===== config.mk =====
export PLATFORM = sky130hd
export DESIGN_NAME = adc_pwr_seq
export DESIGN_NICKNAME = d
export VERILOG_FILES = /design/src/rtl/adc_seq_pkg.sv /design/src/rtl/adc_seq_timer.sv /design/src/rtl/adc_seq_vflag.sv /design/src/rtl/adc_pwr_seq.sv
export SDC_FILE = /design/constraint.sdc
export NUM_CORES = 1
export LEC_CHECK = 0
export ABC_AREA = 1
export ABC_CLOCK_PERIOD_IN_PS = 5200
export CAP_MARGIN = 30
export CORE_MARGIN = 1.5
export CORE_UTILIZATION = 60
export CTS_CLUSTER_SIZE = 24
export DETAILED_ROUTE_END_ITERATION = 6
export PLACE_DENSITY = 0.81
export SYNTH_ARGS = -nofsm -noshare
export SYNTH_HDL_FRONTEND = slang
export SYNTH_SLANG_ARGS = --single-unit

===== constraint.sdc =====
create_clock -name clk -period 5.2 [get_ports clk]
set_clock_uncertainty 0.1 [all_clocks]
set_input_delay 1.04 -clock clk [delete_from_list [all_inputs] [get_ports clk]]
set_output_delay 1.04 -clock clk [all_outputs]
set_load 0.05 [all_outputs]

===== src/rtl/adc_seq_pkg.sv =====
package adc_seq_pkg;
  typedef enum logic [1:0] {
    ST_OFF = 2'd0,
    ST_RST = 2'd1,
    ST_PD  = 2'd2,
    ST_ON  = 2'd3
  } seq_st_e;
endpackage


===== src/rtl/adc_seq_timer.sv =====
module adc_seq_timer #(
  parameter int CW = 10
) (
  input  logic          clk,
  input  logic          rst,
  input  logic          start,
  input  logic          abort,
  input  logic [CW-1:0] lim,
  output logic          busy,
  output logic          done
);
  logic [CW-1:0] cnt_q;
  logic [CW-1:0] lim_q;
  logic          busy_q;

  assign busy = busy_q;
  assign done = busy_q && (cnt_q == lim_q - 1'b1);

  always_ff @(posedge clk) begin
    if (rst) begin
      busy_q <= 1'b0;
      cnt_q  <= '0;
      lim_q  <= '0;
    end else if (start) begin
      busy_q <= 1'b1;
      cnt_q  <= '0;
      lim_q  <= lim;
    end else if (abort) begin
      busy_q <= 1'b0;
      cnt_q  <= '0;
    end else if (busy_q) begin
      if (done) busy_q <= 1'b0;
      else      cnt_q  <= cnt_q + 1'b1;
    end
  end

  AST_TMR_BOUND: assert property (@(posedge clk) disable iff (rst)
    busy_q |-> (cnt_q < lim_q));
endmodule


===== src/rtl/adc_seq_vflag.sv =====
module adc_seq_vflag (
  input  logic clk,
  input  logic rst,
  input  logic on_nxt,
  input  logic en_nxt,
  input  logic wake_nxt,
  output logic valid
);
  always_ff @(posedge clk) begin
    if (rst) valid <= 1'b0;
    else     valid <= on_nxt & en_nxt & ~wake_nxt;
  end
endmodule


===== src/rtl/adc_pwr_seq.sv =====
module adc_pwr_seq #(
  parameter int NCH      = 2,
  parameter int RST_CYC  = 1,
  parameter int PD_WAKE  = 900,
  parameter int SLP_WAKE = 20
) (
  input  logic           clk,
  input  logic           rst,
  input  logic           supply_ok,
  input  logic           req_pd,
  input  logic [NCH-1:0] req_act,
  output logic           pd_n,
  output logic [NCH-1:0] slp_n,
  output logic [NCH-1:0] valid
);
  import adc_seq_pkg::*;

  localparam int MAXW = (PD_WAKE > SLP_WAKE) ? PD_WAKE : SLP_WAKE;
  localparam int CW   = $clog2(MAXW + 1);
  localparam int RW   = $clog2(RST_CYC + 1);
  localparam logic [CW-1:0] LIM_PD  = CW'(PD_WAKE);
  localparam logic [CW-1:0] LIM_SLP = CW'(SLP_WAKE);
  localparam logic [RW-1:0] RST_END = RW'(RST_CYC - 1);

  seq_st_e        st_q, st_d;
  logic [RW-1:0]  rc_q, rc_d;
  logic [NCH-1:0] slp_q, slp_d;
  logic [NCH-1:0] wake_q, wake_d;
  logic           t_start, t_abort, t_busy, t_done;
  logic [CW-1:0]  t_lim;
  logic           on_d;

  always_comb begin
    st_d    = st_q;
    rc_d    = rc_q;
    slp_d   = slp_q;
    wake_d  = wake_q;
    t_start = 1'b0;
    t_abort = 1'b0;
    t_lim   = LIM_PD;
    unique case (st_q)
      ST_OFF: begin
        slp_d  = '0;
        wake_d = '0;
        if (supply_ok) begin
          st_d = ST_RST;
          rc_d = '0;
        end
      end
      ST_RST: begin
        if (!supply_ok) st_d = ST_OFF;
        else if (rc_q == RST_END) begin
          if (req_pd) st_d = ST_PD;
          else begin
            st_d    = ST_ON;
            slp_d   = req_act;
            wake_d  = req_act;
            t_start = 1'b1;
            t_lim   = LIM_PD;
          end
        end else rc_d = rc_q + 1'b1;
      end
      ST_PD: begin
        if (!supply_ok) st_d = ST_OFF;
        else if (!req_pd) begin
          st_d    = ST_ON;
          slp_d   = req_act;
          wake_d  = req_act;
          t_start = 1'b1;
          t_lim   = LIM_PD;
        end
      end
      default: begin
        if (!supply_ok || req_pd) begin
          st_d    = supply_ok ? ST_PD : ST_OFF;
          slp_d   = '0;
          wake_d  = '0;
          t_abort = 1'b1;
        end else if (t_busy) begin
          if (t_done) wake_d = '0;
        end else if (req_act != slp_q) begin
          slp_d  = req_act;
          wake_d = req_act & ~slp_q;
          if (|(req_act & ~slp_q)) begin
            t_start = 1'b1;
            t_lim   = LIM_SLP;
          end
        end
      end
    endcase
  end

  assign on_d = (st_d == ST_ON);

  always_ff @(posedge clk) begin
    if (rst) begin
      st_q   <= ST_OFF;
      rc_q   <= '0;
      slp_q  <= '0;
      wake_q <= '0;
      pd_n   <= 1'b0;
    end else begin
      st_q   <= st_d;
      rc_q   <= rc_d;
      slp_q  <= slp_d;
      wake_q <= wake_d;
      pd_n   <= on_d;
    end
  end

  assign slp_n = slp_q;

  adc_seq_timer #(.CW(CW)) u_tmr (
    .clk   (clk),
    .rst   (rst),
    .start (t_start),
    .abort (t_abort),
    .lim   (t_lim),
    .busy  (t_busy),
    .done  (t_done)
  );

  for (genvar i = 0; i < NCH; i++) begin : g_ch
    adc_seq_vflag u_vf (
      .clk      (clk),
      .rst      (rst),
      .on_nxt   (on_d),
      .en_nxt   (slp_d[i]),
      .wake_nxt (wake_d[i]),
      .valid    (valid[i])
    );

    AST_RISE_AFTER_COUNT: assert property (@(posedge clk) disable iff (rst)
      $rose(valid[i]) |-> $past(t_busy));

    AST_FALL_WITH_SLEEP: assert property (@(posedge clk) disable iff (rst)
      $fell(slp_n[i]) |-> !valid[i]);
  end

  AST_PD_QUIET: assert property (@(posedge clk) disable iff (rst)
    !pd_n |-> (valid == '0 && slp_n == '0));

  AST_RST_HOLD: assert property (@(posedge clk) disable iff (rst)
    $rose(supply_ok) |=> !pd_n);

  AST_QUEUED: assert property (@(posedge clk) disable iff (rst)
    (st_q == ST_ON && t_busy && !t_done && supply_ok && !req_pd) |=> $stable(slp_n));

  AST_PD_PRIO: assert property (@(posedge clk) disable iff (rst)
    (st_q == ST_ON && req_pd) |=> !pd_n);
endmodule


---- Yosys cells after proc, flatten, opt, wreduce, memory -nomap -nowiden ----
Index checks and enable logic that the tools add are counted.
word-level totals
  bits in registers ....................... 31
  input port bits ......................... 6
  output and inout bits ................... 5
  logic and storage cells ................. 89
cells by class
  add/sub/neg operators ................... 3
  equal/unequal tests ..................... 7
  muxes and demuxes ....................... 50
  bitwise logic cells ..................... 9
  reductions and logical operators ........ 10
operator list
  operator                                                               number
  10-bit 2-to-1 mux                                                      5
  2-bit 2-to-1 mux                                                       22
  1-bit 2-to-1 mux                                                       18
  2-bit case mux with 3 select lines                                     3
  10-bit by 1-bit adder with 10-bit output, second input constant        1
  10-bit equality test                                                   1
  10-bit by 1-bit subtractor with 10-bit output, second input constant   1
  3-bit OR reduction                                                     2
  1-bit AND                                                              4
  2-bit equality test, second input constant                             2
  2-bit != test, second input constant                                   2
  1-bit inverter                                                         3
  1-bit case mux with 3 select lines                                     1
  3-bit AND reduction                                                    1
  2-bit AND                                                              1
  2-bit by 1-bit equality test with 1-bit output, second input constant  1
  2-bit logical NOT                                                      1
  2-bit != test                                                          1
  2-bit inverter                                                         1
  1-bit case mux with 2 select lines                                     1
  2-bit AND reduction                                                    1
  2-bit nonzero test                                                     1
  2-bit OR reduction                                                     1
  1-bit adder, second input constant                                     1
  other kinds (3)                                                        3

---- Logic depth before layout (Yosys ltp) ----
  word-level depth ........................ 9
  mapped depth ............................ 13
  depth with buffers taken out ............ 13

---- Modules after synthesis ----
A second synthesis with hierarchy kept.
second synthesis, totals
  cell total of the unflattened synthesis .. 298
  area, all modules ....................... 1995.7 µm²
by module, submodules not included
  module         instances  cells each  area each (µm²)  sequential area each (µm²)
  adc_seq_timer  1          189         1315.0           420.4
  adc_pwr_seq    1          97          598.1            140.1
  adc_seq_vflag  2          6           41.3             20.0

---- Worst setup path after synthesis ----
No wires, ideal clock.
  path type ............................... input-to-reg
  start ................................... in req_act[0]
  end ..................................... reg u_tmr.cnt_q[1]
  arrival ................................. 1999 ps
  setup slack ............................. 2985 ps
  cell stages on the path ................. 8
  buffers on the path ..................... 0
  cells stage by stage .................... ha_1 -> nand2_1 -> o21ai_0 -> or2_4 -> nand2_2 -> nor2_2 -> inv_4 -> a21oi_1
on the way
  word-level cells in the longest chain between the ends .. 8
  elaborated cells on any way between the ends .. 9
  classes of those cells .................. eq/ne: 1; mux: 5; bitwise: 1; reduce/logical: 2
ends and longest elaborated chain
  item                                     RTL line             text
  start, declared                          adc_pwr_seq.sv:11    input logic [NCH-1:0] req_act,
  2-bit AND                                adc_pwr_seq.sv:84    if (|(req_act & ~slp_q)) begin
  2-bit OR reduction                       adc_pwr_seq.sv:84
  1-bit 2-to-1 mux                         adc_pwr_seq.sv:84
  1-bit 2-to-1 mux (*)                     adc_pwr_seq.sv:81    end else if (req_act != slp_q) begin
  1-bit 2-to-1 mux (*)                     adc_pwr_seq.sv:79    end else if (t_busy) begin
  1-bit 2-to-1 mux (*)                     adc_pwr_seq.sv:74    if (!supply_ok || req_pd) begin
  1-bit case mux with 3 select lines (*)   adc_pwr_seq.sv:41    unique case (st_q)
  3-bit OR reduction (no source line) (*)  n/a
  end signal, assigned                     adc_seq_timer.sv:33  else cnt_q <= cnt_q + 1'b1;
  end, declared                            adc_seq_timer.sv:12  logic [CW-1:0] cnt_q;
Mark *: on every way between the ends. The rest lies on a longest branch, timed or not.
A chain may end at the register's enable or synchronous reset.

---- Worst setup path after layout ----
  start ................................... reg slp_q[1] (netlist: slp_n[1])
  end ..................................... out slp_n[1]
RTL lines
  item                    RTL line            text
  start, declared         adc_pwr_seq.sv:27   logic [NCH-1:0] slp_q, slp_d;
  start signal, assigned  adc_pwr_seq.sv:105  slp_q <= slp_d;
  end, declared           adc_pwr_seq.sv:13   output logic [NCH-1:0] slp_n,
No word-level cell between the ends.

==> results.yml <==
status:
  status: "finished, final reports clean"
worst_setup_path:
  worstPathCellList: "clkdlybuf4s50_1"
  timing.setup.critical_path_class: "flip-flop to primary output"
  cp.required_ns: 4.06
  critPathMaxFanout: 3
  r2r_slack_ns: 3.09
  crit_family: "buffers and inverters"
  cp-start-kind: "flip-flop"
  rr_endpoint: "u_tmr.cnt_q[6]"
  r2r_cells: 13
  cp_data_arrival_time_ns: 1.49
  critPathBufInv: 1
  max_stage_delay_ns: 0.80
  rr_startpoint: "u_tmr.lim_q[2]"
  endpoint_kind: "primary output"
  critPathSlowestCell: "clkdlybuf4s50_1"
pwr:
  p_sw_share_pct: 30.39
  p_total_mw: 0.3326
  pwr-share-clk_pct: 25.4
  ir_drop_mv: 0.1616
  power.internal_mw: 0.2315
  seqPwrFrac_pct: 56.8
  combPwrFrac_pct: 17.8
  p_leak_nw: 0.6653
  p_per_area_nw_per_um2: 197.8
  p_switching_mw: 0.1011
clock_tree:
  post-cts-setup-buffer-count: 0
  numCtsBuffers: 3
  hold_buffers: 0
  cts_resized: 0
  clkSlewWorstSetupHoldPaths_ns: 0.13
  cts_sinks: 23
  cts-root-buf: "clkbuf_4"
  cts_tree: "done"
  clockBufferDepth: 2
  clk_latency_ns: 0.32
  cts.htree.levels: 1
synth:
  synth_top_cell_by_area: "dfxtp_1"
  synth.area.top_cells: "dfxtp_1 29%, nand2_1 14%, ha_1 7.2%"
  ys_ff_latch: 23
  synth-seq-area-share_pct: 29.28
  syn_area_sq_um: 1573
  syn_avg_cell_area_sq_um: 6.608
  syn_nets: 253
  synthCells: 238
  synth_top_area_share_pct: 29.28
  synth.distinct_cells: 28
  yosys_warnings: 0
placement:
  gp_congestion: 0.9419
  port_buffers: 10
  dpl_worst_slack_ns: 2.384
  place_hpwl_mm: 2.377
  place_area_sq_um: 1654
  place_inst: 270
cells_and_area:
  final_area_sq_um: 1682
  layout-drive-gt1-share_pct: 9.836
  n_antenna_cell: 0
  stdcell_count: 274
  final_core_util_pct: 67.88
  syn_to_final_growth_pct: 6.921
  final_nets: 260
grt:
  grt_pass1_vias: 1213
  antenna_found_initial: 0
  grt_start_max_net_pins: 17
  grt_pass1_wl_mm: 5.106
  grtUsageTotal_pct: 23.96
  grt_overflow_total: 0
run:
  cap_violations: 0
routing:
  first_pass_iters: 4
  routedWlPerCell_um: 11.16
  routed_via_density: 5.157
  drc: 0
  drtIter0Drc: 21
  vias: 1413
  wirelength_mm: 3.058
  drtAntennaViolNets: 0
hold_path:
  hp-class: "flip-flop to flip-flop"
  whs_endpoint: "u_tmr.lim_q[4]"
  min-delay-start: "u_tmr.lim_q[4]"
  hold_path_depth: 2
timing:
  slew_viol_final: 0
  setup_viol: 0
  relSlewSlack_pct: 54.55
  fin_crit_sh_pct: 50.64
  whs_ns: 0.4023
  min_period_ns: 2.634
  fin_ws_ns: 2.566
  worstMarginPinSlew_ns: 0.6809
  tns_ns: 0
  fmax_ghz: 0.3797
  hold_viol_final: 0
  rsz0062_at_grt: "no"
floorplanning:
  pin_count: 11
  floorplan.initialDensity_pct: 63.48
  die_h_um: 54.20
  row_count: 18
  core_sq_um: 2477
  die-area_sq_um: 2938
  die_x_um: 54.20
cell type report:
class | count | area (sq um)
Clock buffer | 3 | 22.52
Clock inverter | 1 | 5.005
Fill cell | 237 | 795.8
Inverter | 32 | 122.6
Multi-Input combinational cell | 175 | 933.4
Sequential cell | 23 | 460.4
Tap cell | 30 | 37.54
Timing Repair Buffer | 10 | 100.1
layout by cell type (no fill, tap or decap):
| master | netlist | layout |
|---|---|---|
| nand3_4 | 1 | 1 |
| o21ai_2 | 1 | 1 |
| a21oi_2 | 3 | 3 |
| nor2_1 | 24 | 24 |
| nor3_2 | 1 | 1 |
| or2_4 | 1 | 1 |
| inv_2 | 1 | 1 |
| clkinv_2 | 0 | 1 |
| clkbuf_4 | 0 | 3 |
| a21oi_1 | 18 | 18 |
| nor3_1 | 2 | 2 |
| o21ai_1 | 2 | 2 |
| nor2_4 | 3 | 3 |
| nand2_1 | 59 | 59 |
| clkdlybuf4s50_1 | 0 | 10 |
| xor2_1 | 5 | 5 |
| nand2_4 | 1 | 1 |
| o21bai_1 | 1 | 1 |
| nand4_1 | 2 | 2 |
| nand3_1 | 21 | 21 |
| nand2_2 | 3 | 3 |
| inv_4 | 1 | 1 |
| inv_1 | 30 | 30 |
| o21ai_0 | 14 | 14 |
| ha_1 | 9 | 9 |
| nor2_2 | 4 | 4 |
| dfxtp_1 | 23 | 23 |
synthesized netlist by cell type:
cell and instances:
inv_4 1, buf_4 2, nand2_4 1, ha_1 9
buf_6 2, o21ai_2 1, inv_1 30, a21oi_1 18
nand3_1 21, nand2_2 3, o21bai_1 1, dfxtp_1 23
nand4_1 2, nor3_2 1, clkbuf_1 1, nor2_2 4
inv_2 1, a21oi_2 3, o21ai_0 14, o21ai_1 2
nand3_4 1, buf_2 3, nor3_1 2, or2_4 1
nand2_1 59, nor2_4 3, nor2_1 24, xor2_1 5
power by group through the flow:
stage	logic [mW]	clock network (mW)	registers, mW
CTS	0.0591	0.0882	0.189
global placement	0.0581	0	0.193
detailed placement	0.0588	0	0.193
floorplan	0.0440	0	0.191
global route	0.0681	0.0948	0.190
finish	0.0591	0.0846	0.189
flip-flops by register name, summed over array words and instances (netlist names):
signal	flops
u_tmr.lim_q	3
slp_n	2
st_q	2
u_tmr.busy	1
pd_n	1
g_ch.u_vf.valid	2
u_tmr.cnt_q	10
wake_q	2
worst max-delay path by stage:
stage | startpoint | end | slack (ns) | depth (start not counted)
2_1_floorplan | req_act[0] | u_tmr.cnt_q[1] | 2.98 | 8
3_3_place_gp | req_act[1] | u_tmr.cnt_q[6] | 2.43 | 9
3_5_place_dp | req_act[1] | u_tmr.cnt_q[5] | 2.38 | 9
4_1_cts | slp_n[1] | slp_n[1] | 2.55 | 1
5_1_grt | slp_n[1] | slp_n[1] | 2.52 | 1
6_report | slp_n[1] | slp_n[1] | 2.57 | 1
cells by family after synthesis:
kind of cell | Yosys count | share of synthesized area (%)
and+or+nand+nor | 122 | 35.88
xor gates and xnor gates | 5 | 2.784
DFF | 23 | 29.28
buffers and inverters | 40 | 11.38
AOI/OAI and AO/OA | 39 | 13.53
adders and majority gates | 9 | 7.160
metal layers:
| metal | wire (um) | share of wire, % | GRT usage (%) | vias to the layer above |
|---|---|---|---|---|
| li1 | - | - | - | 764 |
| met1 | 1391 | 45 | 28.33 | 621 |
| met2 | 1518 | 50 | 42.77 | 20 |
| met3 | 81 | 2.6 | 3.333 | 8 |
| met4 | 67 | 2.2 | 10.00 | 0 |
| met5 | 0 | 0 | 0 | - |
Power figures use the tool's default switching activity.
